==> config.mk <==
export PLATFORM = sky130hd
export DESIGN_NAME = dma_addr_unit
export DESIGN_NICKNAME = d
export VERILOG_FILES = /design/src/rtl/dma_addr_unit.sv
export SDC_FILE = /design/constraint.sdc
export NUM_CORES = 1
export LEC_CHECK = 0
export BUFFER_PORTS_ARGS = -buffer_cell sky130_fd_sc_hd__buf_2
export CAP_MARGIN = 25
export CORE_UTILIZATION = 60
export CTS_CLUSTER_DIAMETER = 120
export DETAILED_ROUTE_END_ITERATION = 16
export GPL_ROUTABILITY_DRIVEN = 0
export MAX_ROUTING_LAYER = met4
export PLACE_DENSITY = 0.8
export SLEW_MARGIN = 10
export SYNTH_ARGS = -nofsm -noshare
export SYNTH_HDL_FRONTEND = slang
export SYNTH_SLANG_ARGS = --single-unit
==> constraint.sdc <==
create_clock -name clk -period 2.9 [get_ports clk]
set_input_delay 0 -clock clk [delete_from_list [all_inputs] [get_ports clk]]
set_output_delay 0 -clock clk [all_outputs]
set_load 0.005 [all_outputs]
==> src/rtl/dma_addr_unit.sv <==
module dma_addr_unit #(
  parameter int NCH = 4,
  parameter int DW  = 8,
  parameter int PW  = 8,
  parameter int CW  = $clog2(NCH)
) (
  input  logic                clk,
  input  logic                rst_n,
  input  logic                mclr,
  input  logic                addr_wr,
  input  logic                addr_rd,
  input  logic [CW-1:0]       addr_ch,
  input  logic [DW-1:0]       wdata,
  output logic [DW-1:0]       rdata,
  input  logic                ptr_clr,
  input  logic                stat_rd,
  output logic [2*NCH-1:0]    stat,
  input  logic [NCH-1:0]      dreq,
  input  logic                xfer_done,
  input  logic [CW-1:0]       xfer_ch,
  input  logic                tc,
  input  logic [NCH-1:0]      dir_dn,
  input  logic [NCH-1:0]      auto_en,
  input  logic                pg_wr,
  input  logic [CW-1:0]       pg_ch,
  output logic [PW+2*DW-1:0]  out_addr
);
  localparam int AW = 2 * DW;

  logic [NCH-1:0][AW-1:0] base, cur;
  logic [NCH-1:0][PW-1:0] page;
  logic [NCH-1:0]         tcf;
  logic                   ptr;

  wire access   = addr_wr | addr_rd;
  wire wr_clash = addr_wr && (addr_ch == xfer_ch);
  wire reload   = tc && auto_en[xfer_ch];

  assign rdata    = ptr ? cur[addr_ch][AW-1:DW] : cur[addr_ch][DW-1:0];
  assign stat     = {dreq, tcf};
  assign out_addr = {page[xfer_ch], cur[xfer_ch]};

  always_ff @(posedge clk or negedge rst_n)
    if (!rst_n)                ptr <= 1'b0;
    else if (mclr || ptr_clr)  ptr <= 1'b0;
    else if (access)           ptr <= ~ptr;

  always_ff @(posedge clk or negedge rst_n)
    if (!rst_n) tcf <= '0;
    else if (mclr) tcf <= '0;
    else begin
      for (int i = 0; i < NCH; i++)
        if (xfer_done && tc && xfer_ch == CW'(i)) tcf[i] <= 1'b1;
        else if (stat_rd)                         tcf[i] <= 1'b0;
    end

  always_ff @(posedge clk or negedge rst_n)
    if (!rst_n) page <= '0;
    else if (pg_wr) page[pg_ch] <= wdata;

  always_ff @(posedge clk or negedge rst_n)
    if (!rst_n) base <= '0;
    else if (addr_wr) begin
      if (ptr) base[addr_ch][AW-1:DW] <= wdata;
      else     base[addr_ch][DW-1:0]  <= wdata;
    end

  always_ff @(posedge clk or negedge rst_n)
    if (!rst_n) cur <= '0;
    else begin
      if (xfer_done && !wr_clash) begin
        if (reload)               cur[xfer_ch] <= base[xfer_ch];
        else if (dir_dn[xfer_ch]) cur[xfer_ch] <= cur[xfer_ch] - AW'(1);
        else                      cur[xfer_ch] <= cur[xfer_ch] + AW'(1);
      end
      if (addr_wr) begin
        if (ptr) cur[addr_ch][AW-1:DW] <= wdata;
        else     cur[addr_ch][DW-1:0]  <= wdata;
      end
    end

  p_ptr_toggle_r2: assert property (@(posedge clk) disable iff (!rst_n)
    access && !ptr_clr && !mclr |=> ptr != $past(ptr));
  p_ptr_clear_r3: assert property (@(posedge clk) disable iff (!rst_n)
    ptr_clr |=> !ptr);
  p_base_hold_r6: assert property (@(posedge clk) disable iff (!rst_n)
    !addr_wr |=> $stable(base));
  p_reload_r6: assert property (@(posedge clk) disable iff (!rst_n)
    xfer_done && reload && !wr_clash |=> cur[$past(xfer_ch)] == $past(base[xfer_ch]));
  p_tc_set_r7: assert property (@(posedge clk) disable iff (!rst_n)
    xfer_done && tc && !mclr |=> tcf[$past(xfer_ch)]);
  p_tc_clear_r8: assert property (@(posedge clk) disable iff (!rst_n)
    stat_rd && !(xfer_done && tc) |=> tcf == '0);
  p_mclr_r9: assert property (@(posedge clk) disable iff (!rst_n)
    mclr |=> !ptr && tcf == '0);
  p_page_hold_r10: assert property (@(posedge clk) disable iff (!rst_n)
    !pg_wr |=> $stable(page));
endmodule

==> results.md <==
* Largest stage delay, worst path at 600 ps
* Layout cells sized above 1 at 26.1%
* H-tree depth at 4
* Crit-path slowest cell: or4b_4
* Post-synthesis net count at just over 900
* Fin crit period at 2580 ps
* Top_reg_cell synth: dfrtp_1
* Max-Cap Viols at 0
* Pre-CTS setup slack at around 150 ps
* Layout Skew at ~10 ps
* Fmax achieved at between 300 and 400 MHz
* Seq/Total Area, Yosys at a little under half
* Most frequent cells in the layout: 234 x nand2_1, 165 x dfrtp_1, 66 x buf_2, 58 x o21ai_0, 49 x mux4_2
* Grt peak-use layer: met2
* Hold Crit Class: primary input to output port
* VDD IR max at between 0.0005 and 0.0006 V
* R2R depth at 7
* Total Power at between 7000 and 8000 µW
* Critical-path cell list: mux4_2 > or4b_4 > nor3_2 > a32oi_1 > mux2i_1 > a2111oi_0 > o21ai_1
* Met2 Resource Use GR at a little over half
* Clock Pin Slew Worst Setup and Hold Paths at approximately 70 ps
* CP Capture Type: flip-flop
* Clk sink count at around 170
* Clock buffer depth at 2
* Ys Warns at 0
* Initial antenna violation count at 0
* Die Wd at roughly 120 µm
* Final setup viols at 0
* Cell Pwr Density at around 740 mW/mm²
* Number of CTS-inserted buffers at 17
* Max Slew Vio Count at 0
* Synthesized cell area at roughly 0.009 mm²
* Post-DP HPWL at around 18000 µm
* Count of flip-flops with a built-in enable after synthesis at 0
* Congestion Overflow GR at 0
* Critical Path Fanout Max at 4
* Critical Path AT at 2900 ps
* Outcome: finished, final reports clean
* Final Hold Vio Count at 0
* Reg2Reg Capture Point: cur[13]$_DFF_PN0_
* Setup TNS at 0 ps
* Startpoint types: flip-flop
* Initial Util at 61.8%
* Via count at just under 8000
* Vias in the first global route at 7805
* IO buf count at between 60 and 70
* Hold EP: stat[7]
* Layout Nets at slightly above 1000
* Reg-to-Reg Start: cur[42]$_DFF_PN0_
* Initial detailed-routing violation count at roughly 1000
* Most common cell after layout, fill and taps aside: nand2_1
* RSZ-0062 raised after global routing: no
* Post-synth ARST share at 100%
* CTS root buf: clkbuf_16
* Min-delay src: dreq[3]
* Post-CTS Resized at 0
* Unique masters post-synth at 64
* Worst setup margin at around 320 ps
* DR DRC count at 0
* Die ar. at between 0.015 and 0.02 mm²
* Hold WS at roughly 0.002 ps
* Post-layout util at between 70% and 80%
* Die Span Y at 125 µm
* Fillers at ~1100
* Worst-margin pin slew at slightly above 800 ps
* Multi-input logic area at approximately 0.0045 mm²
* Pin count of the biggest net entering global routing at 89
* LEAKAGE at approximately 0.0047 µW
* Antenna-violating nets left at 0
* M3 GR Usage at around 9.7%
* Reg2Reg Setup Slack at between 300 and 400 ps
* Hold depth at 0
* Clk_lat worst skew at between 400 and 500 ps
* Vias/cell at around 6.7
* CTS tree: built
* Avg WL per Cell at approximately 23 µm
* Area delta synth->final at 14.8%
* Yosys reg bits at around 170
* FF+latch area at around 0.0041 mm²
* Syn Area/Cell at roughly 10 µm²
* Core Area at about 0.015 mm²
* Routing usage on met1 at roughly half
* Worst path required time at between 3000 and 4000 ps
* Io pins at 76
* GRT Total Usage at ~37%
* Slew HR at 45.0%
* Diode count at 0
* Final worst path period share at 88.9%
* First-pass detailed-route iteration total at 7
* WS Path Type: flip-flop to flip-flop
* First-pass GRT wire length at 42300 µm
* Core Rows at between 40 and 50
* Post-Synthesis Cells at between 800 and 900
* Post-Route WL at about 27000 µm
==> Yosys cell counts (5+ instances only) <==
cell type  count  area share [%]
a211oi_1      11            0.92
a21oi_1       23             1.3
a22oi_1        9            0.75
a32oi_1        6            0.58
and2_1        11            0.76
buf_1          8            0.33
buf_2         16            0.89
clkbuf_1      37             1.5
dfrtp_1      165              46
inv_1          8            0.33
mux2_2        40             5.0
mux2i_1        8            0.89
mux4_2        49              12
nand2_1      234             9.7
nand3_1        8            0.44
nor2_1        42             1.7
nor2b_1        7            0.49
nor3_1        11            0.61
o211ai_1       6            0.50
o21a_1         5            0.42
o21ai_0       58             3.2
o21ai_1       45             2.5
or3_1          5            0.35
xnor2_1        8            0.78
==> kinds of logic (layout without fill, tap and decap cells) <==
logic type / after synthesis / after routing / synth area share [%]
and+or+nand+nor: 348 / 348 / 17.4
AOI/OAI and AO/OA: 190 / 190 / 12.9
DFF: 165 / 165 / 45.8
muxes: 97 / 97 / 18.1
buffers and inverters: 77 / 167 / 3.93
xor gates and xnor gates: 13 / 13 / 1.51
adders and majority gates: 2 / 2 / 0.278
==> metal layers <==
metal  part of all wire (%)  vias up
met5                      0        -
met3                     11       97
li1                       -     3332
met2                     45      526
met1                     39     3823
met4                    4.0        0
==> what timing repair did <==
| action | 4_1_cts | 5_1_grt |
|---|---|---|
| buffers inserted | 0 | 0 |
| hold endpoints to repair | 167 | 0 |
| hold buffers | 18 | 0 |
==> flip-flops by register name (all words and copies together) (netlist names) <==
name  cells
base     64
ptr       1
cur      64
tcf       4
page     32
==> how the worst max path moves through the flow <==
| stage | slack (ps) | endpoint | cells after the start | startpoint |
|---|---|---|---|---|
| after global routing | 150 | cur[13]$_DFF_PN0_ | 7 | cur[41]$_DFF_PN0_ |
| after detailed placement | 150 | cur[6]$_DFF_PN0_ | 11 | xfer_ch[0] |
| final | 320 | cur[13]$_DFF_PN0_ | 7 | cur[42]$_DFF_PN0_ |
| after floorplan | 440 | cur[13]$_DFF_PN0_ | 7 | cur[58]$_DFF_PN0_ |
| after CTS | 340 | cur[13]$_DFF_PN0_ | 7 | cur[42]$_DFF_PN0_ |
| after global placement | 200 | cur[38]$_DFF_PN0_ | 11 | xfer_ch[0] |
==> report_power, final <==
part	total, µW	switching [µW]	internal, µW
logic	2250	1210	1040
registers	3230	391	2840
clock network	2220	1050	1160
==> per-stage QoR <==
step / instance area [µm²] / instances
floorplan: 9010 / 892
global placement: 9590 / 1116
detailed placement: 9590 / 1116
CTS: 10300 / 1166
global route: 10300 / 1166
finish: 10300 / 1166
==> area by class of cell <==
class                           count  share of cell area, %
Clock buffer                       18                   4.24
Clock inverter                     14                   1.34
Inverter                            8                  0.290
Multi-Input combinational cell    650                   43.8
Sequential cell                   165                   39.9
Tap cell                          184                   2.23
Timing Repair Buffer              127                   8.21
==> critical path: cells and delay by family, from the launching register on <==
family	cells	cell delay, ps
AO/OA/AOI/OAI	3	610
flip-flops	1	420
multiplexers	2	690
AND/OR/NAND/NOR	2	720
(Power assumes the default switching activity.)
